## config.mk

```make
export PLATFORM = sky130hd
export DESIGN_NAME = rts_flow_ctl
export DESIGN_NICKNAME = d
export VERILOG_FILES = /design/src/rtl/rts_flow_ctl.sv
export SDC_FILE = /design/constraint.sdc
export NUM_CORES = 1
export LEC_CHECK = 0
export CORE_AREA = 3 3 40 42
export CTS_CLUSTER_DIAMETER = 120
export CTS_CLUSTER_SIZE = 14
export DETAILED_ROUTE_END_ITERATION = 8
export DIE_AREA = 0 0 43 45
export GPL_ROUTABILITY_DRIVEN = 0
export SYNTH_ARGS = -nofsm -noshare
export SYNTH_HDL_FRONTEND = slang
export SYNTH_SLANG_ARGS = --single-unit
```

## constraint.sdc

```tcl
create_clock -name clk -period 1.7 [get_ports clk]
set_input_delay 0.425 -clock clk [delete_from_list [all_inputs] [get_ports clk]]
set_output_delay 0.425 -clock clk [all_outputs]
set_load 0.01 [all_outputs]
```

## src/rtl/rts_flow_ctl.sv

```systemverilog
module rts_flow_ctl #(
  parameter bit DEEP64 = 1'b1,
  localparam int CW = DEEP64 ? 7 : 5
) (
  input  logic          clk,
  input  logic          rst_n,
  input  logic [CW-1:0] rx_count,
  input  logic [1:0]    trig_sel,
  input  logic          auto_en,
  input  logic          rts_req,
  input  logic          rts_ie,
  input  logic          rts_irq_clr,
  output logic          rts_n,
  output logic          rx_rdy_irq,
  output logic          rts_irq
);

  logic [CW-1:0] trig_lvl, hi_lvl, lo_lvl;
  logic          auto_act, rts_n_nxt, rise;

  if (DEEP64) begin : g_t64
    always_comb begin
      unique case (trig_sel)
        2'd0: begin trig_lvl = CW'(8);  hi_lvl = CW'(16); lo_lvl = CW'(0);  end
        2'd1: begin trig_lvl = CW'(16); hi_lvl = CW'(56); lo_lvl = CW'(8);  end
        2'd2: begin trig_lvl = CW'(56); hi_lvl = CW'(60); lo_lvl = CW'(16); end
        default: begin trig_lvl = CW'(60); hi_lvl = CW'(60); lo_lvl = CW'(56); end
      endcase
    end
  end else begin : g_t16
    always_comb begin
      unique case (trig_sel)
        2'd0: begin trig_lvl = CW'(1);  hi_lvl = CW'(2);  lo_lvl = CW'(0); end
        2'd1: begin trig_lvl = CW'(4);  hi_lvl = CW'(8);  lo_lvl = CW'(1); end
        2'd2: begin trig_lvl = CW'(8);  hi_lvl = CW'(14); lo_lvl = CW'(4); end
        default: begin trig_lvl = CW'(14); hi_lvl = CW'(14); lo_lvl = CW'(8); end
      endcase
    end
  end

  assign auto_act   = auto_en & rts_req;
  assign rx_rdy_irq = rx_count >= trig_lvl;

  always_comb begin
    if (!auto_act)                rts_n_nxt = ~rts_req;
    else if (rx_count >= hi_lvl)  rts_n_nxt = 1'b1;
    else if (rx_count <= lo_lvl)  rts_n_nxt = 1'b0;
    else                          rts_n_nxt = rts_n;
  end

  assign rise = ~rts_n & rts_n_nxt & auto_en & rts_ie;

  always_ff @(posedge clk or negedge rst_n) begin
    if (!rst_n) begin
      rts_n   <= 1'b1;
      rts_irq <= 1'b0;
    end else begin
      rts_n <= rts_n_nxt;
      if (rise)             rts_irq <= 1'b1;
      else if (rts_irq_clr) rts_irq <= 1'b0;
    end
  end

  a_r1_reset_state: assert property (@(posedge clk) !rst_n |=> (rts_n && !rts_irq));

  a_r2_manual_follow: assert property (@(posedge clk) disable iff (!rst_n)
    !auto_act |=> (rts_n == !$past(rts_req)));

  a_r3_pause_high: assert property (@(posedge clk) disable iff (!rst_n)
    (auto_act && rx_count >= hi_lvl) |=> rts_n);

  a_r4_resume_low: assert property (@(posedge clk) disable iff (!rst_n)
    (auto_act && rx_count <= lo_lvl) |=> !rts_n);

  a_r5_hold_band: assert property (@(posedge clk) disable iff (!rst_n)
    (auto_act && rx_count > lo_lvl && rx_count < hi_lvl) |=> $stable(rts_n));

  a_r7_irq_on_rise: assert property (@(posedge clk) disable iff (!rst_n)
    ($rose(rts_n) && $past(auto_en && rts_ie)) |-> rts_irq);

  a_r8_irq_sticky: assert property (@(posedge clk) disable iff (!rst_n)
    (rts_irq && !rts_irq_clr) |=> rts_irq);

  a_r9_irq_cause: assert property (@(posedge clk) disable iff (!rst_n)
    $rose(rts_irq) |-> ($rose(rts_n) && $past(auto_en && rts_ie)));

endmodule

```

==> results of run 1 <==
[per-layer routing]
layer  wire (microns)  global-route usage
met5                0                   0
met4               39               0.114
met3               80              0.0319
met2              686               0.263
met1              401               0.125
[synthesized netlist by cell type (all sizes together), types with 2 or more instances]
master  number
o21ai        3
ha           8
o32ai        2
nand2        3
a21oi        2
nor2         4
nand2b       2
nor2b        4
inv          5
[worst max-delay path by stage]
stage	start	to	cells past startpoint	slack, ns
finish	trig_sel[0]	rx_rdy_irq	8	-0.09
global route	trig_sel[0]	rx_rdy_irq	8	-0.13
CTS	trig_sel[1]	rx_rdy_irq	8	-0.09
detailed placement	trig_sel[1]	rx_rdy_irq	7	-0.96
global placement	trig_sel[1]	rx_rdy_irq	7	-0.95
floorplan	trig_sel[1]	rts_irq$_DFFE_PN0P_	6	0.01
[metrics by stage]
stage	utilization	setup WS (ns)	power (W)	TNS, ns
2_1_floorplan	-	0.0147	0.000110	0
5_1_grt	0.615	-0.133	0.000393	-0.133
6_report	0.615	-0.0897	0.000361	-0.0897
3_3_place_gp	0.474	-0.948	0.000191	-2.29
4_1_cts	0.562	-0.0924	0.000332	-0.0924
3_5_place_dp	0.474	-0.959	0.000193	-2.33
[power groups by stage]
stage / Combinational, W / Clock [W] / Sequential, W
6_report: 0.000182 / 0.000121 / 0.0000581
5_1_grt: 0.000198 / 0.000136 / 0.0000589
4_1_cts: 0.000154 / 0.000121 / 0.0000576
3_5_place_dp: 0.000135 / 0 / 0.0000583
3_3_place_gp: 0.000133 / 0 / 0.0000579
2_1_floorplan: 0.0000499 / 0 / 0.0000601
[critical path, stage by stage]
cell and delay (ns):
buf_8 0.11, nand2_4 0.07, inv_4 0.03, ha_4 0.20
a21bo_4 0.20, a21oi_2 0.12, o21ai_1 0.07, buf_2 0.14
[state kept, by name, summed over array words and instances (netlist names)]
register  count
rts_irq       1
rts_n         1
[layout make-up]
class	count	area [sq um]	area share
multi-input cells	34	404	0.511
repair buffers	31	269	0.340
flip-flops and latches	2	51.3	0.0649
clock buffers	4	26.3	0.0332
inverters	5	21.3	0.0269
well taps	15	18.8	0.0237
[logic make-up (layout without fill, tap and decap cells)]
| family | after synthesis | after routing | share of synthesized area |
|---|---|---|---|
| AO/OA/AOI/OAI | 10 | 10 | 0.201 |
| flip-flops | 2 | 2 | 0.150 |
| buffers and inverters | 6 | 40 | 0.0659 |
| adder cells (fa/ha/maj) | 9 | 9 | 0.322 |
| AND/OR/NAND/NOR | 15 | 15 | 0.260 |
[repair_timing]
action | CTS | global route
buffers inserted | 6 | 0
setup endpoints to repair | 4 | 3
hold buffers | 0 | 0
pin swaps | 12 | 11
resized for setup | 43 | 13
==> qor.csv, run 1 <==
metric,value,unit
# diodes,0,
switching part of the total,0.313,
VDD IR max,0.178,mV
R2R setup slack,0.74,ns
Finish-stage setup viols,1,
ranking of synthesized cells by area,"ha_1, dfstp_2, dfrtp_1, inv_1, nor2b_1",
failing checks,negative setup slack,
fin crit share,1.05,
first-pass GRT wire length,1.91,mm
gr ovfl total,0,
post-detail-place hpwl,771,microns
filler cell count,122,
pwr/cell area,457,nW/um^2
yosys warns,0,
Area after DPL,609,sq um
register area share after synthesis,0.150,
Max Cap Viol,0,
Avg Synthesized Cell Area,8.13,sq um
Clock power frac,0.335,
minimum hold slack,0.361,ns
worst-margin pin slew,0.263,ns
nets,100,
Gate power share,0.504,
worst skew pair latency,0.24,ns
Worst Setup Start Kind,input pin,
CTS tree,yes,
CTS sink count,2,
Setup WS post-layout,-0.0897,ns
Die Area,1940,sq um
Final Max Slew Viols,0,
Final Hold Fails,0,
kind of critical path,input pin to output pin,
RSZ-0062 raised after global routing,yes,
via/cell ratio,4.85,
vias in the first global route,473,
WL final,1.21,mm
net switching power,0.000113,W
number of synthesized flops with an enable pin,0,
initial drt markers,4,
worst r2r dst,rts_n$_DFF_PN1_,
# DRC,0,
Final Non-Filler Cells,91,
maximum net fanout on the critical path,4,
total CTS buffers,3,
RR Startpoint,rts_n$_DFF_PN1_,
R2R depth,2,
area grow syn2layout,132,%
Hold WC Path Type,input pin to async pin,
"flops & latches, synth",2,
Die Y,45,microns
H-tree levels,1,
share of synthesized registers carrying an async set or reset,1.00,
fmax,0.559,GHz
"most common cell after layout, fill and taps aside",buf_4,
share of cells above drive strength 1,0.553,
IO Pins,18,
Post-Synthesis Cell Area,342,sq um
"CTS clk-pin slew, worst paths",0.03,ns
Die Span X,43,microns
outcome,finished with violations,
DRT Pass-1 Iters,4,
sequential share of power,0.161,
IO Port Bufs,17,
min Tclk post-route,1.79,ns
largest net degree at the start of global routing,5,
"Top FF cell, synth",dfstp_2,
"Design Area, Final",791,sq um
CP endpoint kind,output pin,
Pint,0.000248,W
"area leader, netlist",ha_1,
Rows,13,
leakage power,0.353,nW
"Req. time, crit path",1.27,ns
root buffer cell,clkbuf_4,
WL/cell,13.3,microns
most frequent cells in the layout,"buf_4, clkdlybuf4s50_1, ha_4, dlygate4sd2_1",
DP Cell Count,84,
Placeable Area,1280,sq um
synthesized instance count,42,
Max Root-Sink Buffers,2,
DRT antenna net count,0,
syn nets,65,
Clock Skew,0.00870,ns
top-area cell type share of the netlist area,0.293,
via count,441,
initial antenna violation count,0,
Synth cell types,21,
Slew HR,0.824,
Initial Util,0.266,
CP arrival,1.36,ns
gr usage total,0.139,
Note: power is estimated with default switching activity, not from simulation.
==> run 2, diff against run 1 <==
==> constraint.sdc (replaced) <==
create_clock -name clk -period 1.7 [get_ports clk]
set_input_delay 0.34 -clock clk [delete_from_list [all_inputs] [get_ports clk]]
set_output_delay 0.34 -clock clk [all_outputs]
set_load 0.01 [all_outputs]
==> qor.csv, run 2 (synthesis gave the netlist of run 1 again) <==
metric,value,unit
H-tree levels,1,
DRT Pass-1 Iters,1,
kind of critical path,input pin to register,
minimum hold slack,0.283,ns
RSZ-0062 raised after global routing,no,
setup TNS,0,ns
Final Hold Fails,0,
"most common cell after layout, fill and taps aside",buf_4,
filler cell count,130,
initial drt markers,0,
vias in the first global route,425,
worst-margin pin slew,0.288,ns
most frequent cells in the layout,"buf_4, clkdlybuf4s50_1, ha_1",
RR Startpoint,rts_n$_DFF_PN1_,
VDD IR max,0.169,mV
IO Port Bufs,17,
CTS sink count,2,
Rows,13,
Worst Setup Start Kind,input pin,
Die Area,1940,sq um
Slew HR,0.807,
CP endpoint kind,register,
Max Root-Sink Buffers,2,
outcome,"finished, final reports clean",
leakage power,0.350,nW
CP startpoint,rx_count[3],
Clock power frac,0.363,
Final Max Slew Viols,0,
Initial Util,0.266,
pwr/cell area,460,nW/um^2
# DRC,0,
Die Span X,43,microns
share of cells above drive strength 1,0.468,
worst skew pair latency,0.23,ns
Largest regs,"rts_irq x1, rts_n x1",
initial antenna violation count,0,
fin crit share,0.965,
fmax,0.610,GHz
DRT antenna net count,0,
CP arrival,1.77,ns
maximum net fanout on the critical path,2,
Placeable Area,1280,sq um
gr ovfl total,0,
net switching power,0.0000892,W
Gate power share,0.458,
via count,421,
gr usage total,0.121,
Hold WC Path Type,input pin to async pin,
nets,101,
CTS tree,yes,
# diodes,0,
Pint,0.000232,W
largest net degree at the start of global routing,5,
min Tclk post-route,1.64,ns
total CTS buffers,3,
IO Pins,18,
Die Y,45,microns
"CTS clk-pin slew, worst paths",0.03,ns
via/cell ratio,4.58,
post-detail-place hpwl,771,microns
first-pass GRT wire length,1.68,mm
WL final,984,microns
Finish-stage setup viols,0,
switching part of the total,0.278,
Max Cap Viol,0,
WL/cell,10.7,microns
"Req. time, crit path",1.83,ns
area grow syn2layout,105,%
Clock Skew,0.00772,ns
root buffer cell,clkbuf_4,
sequential share of power,0.179,
run 2: cell count changes in the layout (fill, tap and decap cells not counted), moves of 2 or more:
cell,delta
dlymetal6s2s_1,+2
dlygate4sd2_1,-2
ha_4,-3
o32ai_2,-2
o32ai_1,+2
ha_1,+3
buf_8,-2
buf_4,+3
run 2: routing by layer:
| metal | up-vias | share of wire | GRT usage |
|---|---|---|---|
| li1 | 221 | - | - |
| met1 | 175 | 0.41 | 0.125 |
| met2 | 21 | 0.48 | 0.213 |
| met3 | 4 | 0.077 | 0.0279 |
| met4 | 0 | 0.029 | 0.0904 |
| met5 | - | 0 | 0 |
run 2: critical path, stage by stage:
cell and delay [ns]:
dlygate4sd2_1 0.25, buf_4 0.13, ha_1 0.30, nor2b_4 0.13, a311o_1 0.29, a31oi_2 0.20
o32ai_1 0.13
run 2: stage by stage:
stage / total power (W) / setup WS, ns / area (sq um) / cells / utilization
floorplan: 0.000110 / 0.0997 / 342 / 42 / -
global placement: 0.000191 / -0.778 / 609 / 84 / 0.474
detailed placement: 0.000193 / -0.789 / 609 / 84 / 0.474
CTS: 0.000321 / 0.0123 / 669 / 92 / 0.521
global route: 0.000356 / 0.00695 / 699 / 92 / 0.544
finish: 0.000321 / 0.0596 / 699 / 92 / 0.544
run 2: cell type report:
cell class	count	area, sq um	share of cell area
clock buffers	4	26.3	0.0376
multi-input cells	34	310	0.444
flip-flops and latches	2	51.3	0.0733
repair buffers	32	274	0.392
well taps	15	18.8	0.0268
inverters	5	18.8	0.0268
run 2: power by group through the flow:
stage	registers [W]	logic, W	clock network [W]
after CTS	0.0000577	0.000143	0.000121
final	0.0000576	0.000147	0.000117
after detailed placement	0.0000583	0.000135	0
after floorplan	0.0000601	0.0000499	0
after global placement	0.0000579	0.000133	0
after global routing	0.0000586	0.000163	0.000134
run 2: what timing repair did:
item | in CTS | in global routing
endpoints found under the setup margin | 3 | 3
hold buffers | 0 | 0
resized for setup | 28 | 9
buffers inserted | 4 | 0
pin swaps | 8 | 6
endpoints found under the hold margin | 0 | 0
run 2: final timing paths:
kind,end,slack (ns),cells past startpoint
setup / recovery,rts_n$_DFF_PN1_,0.06,7
hold reg to reg,rts_irq$_DFFE_PN0P_,0.53,2
max in group asynchronous,rts_n$_DFF_PN1_,1.20,1
hold / removal,rts_irq$_DFFE_PN0P_,0.28,1
setup reg to reg,rts_n$_DFF_PN1_,0.73,2
min in group clk,rts_irq$_DFFE_PN0P_,0.53,2
==> run 3, diff against run 2 <==
PLACE_DENSITY = 0.6   (was unset)
==> results of run 3 <==
Same layout as run 2: the final DEF is identical, and so are final timing and power.
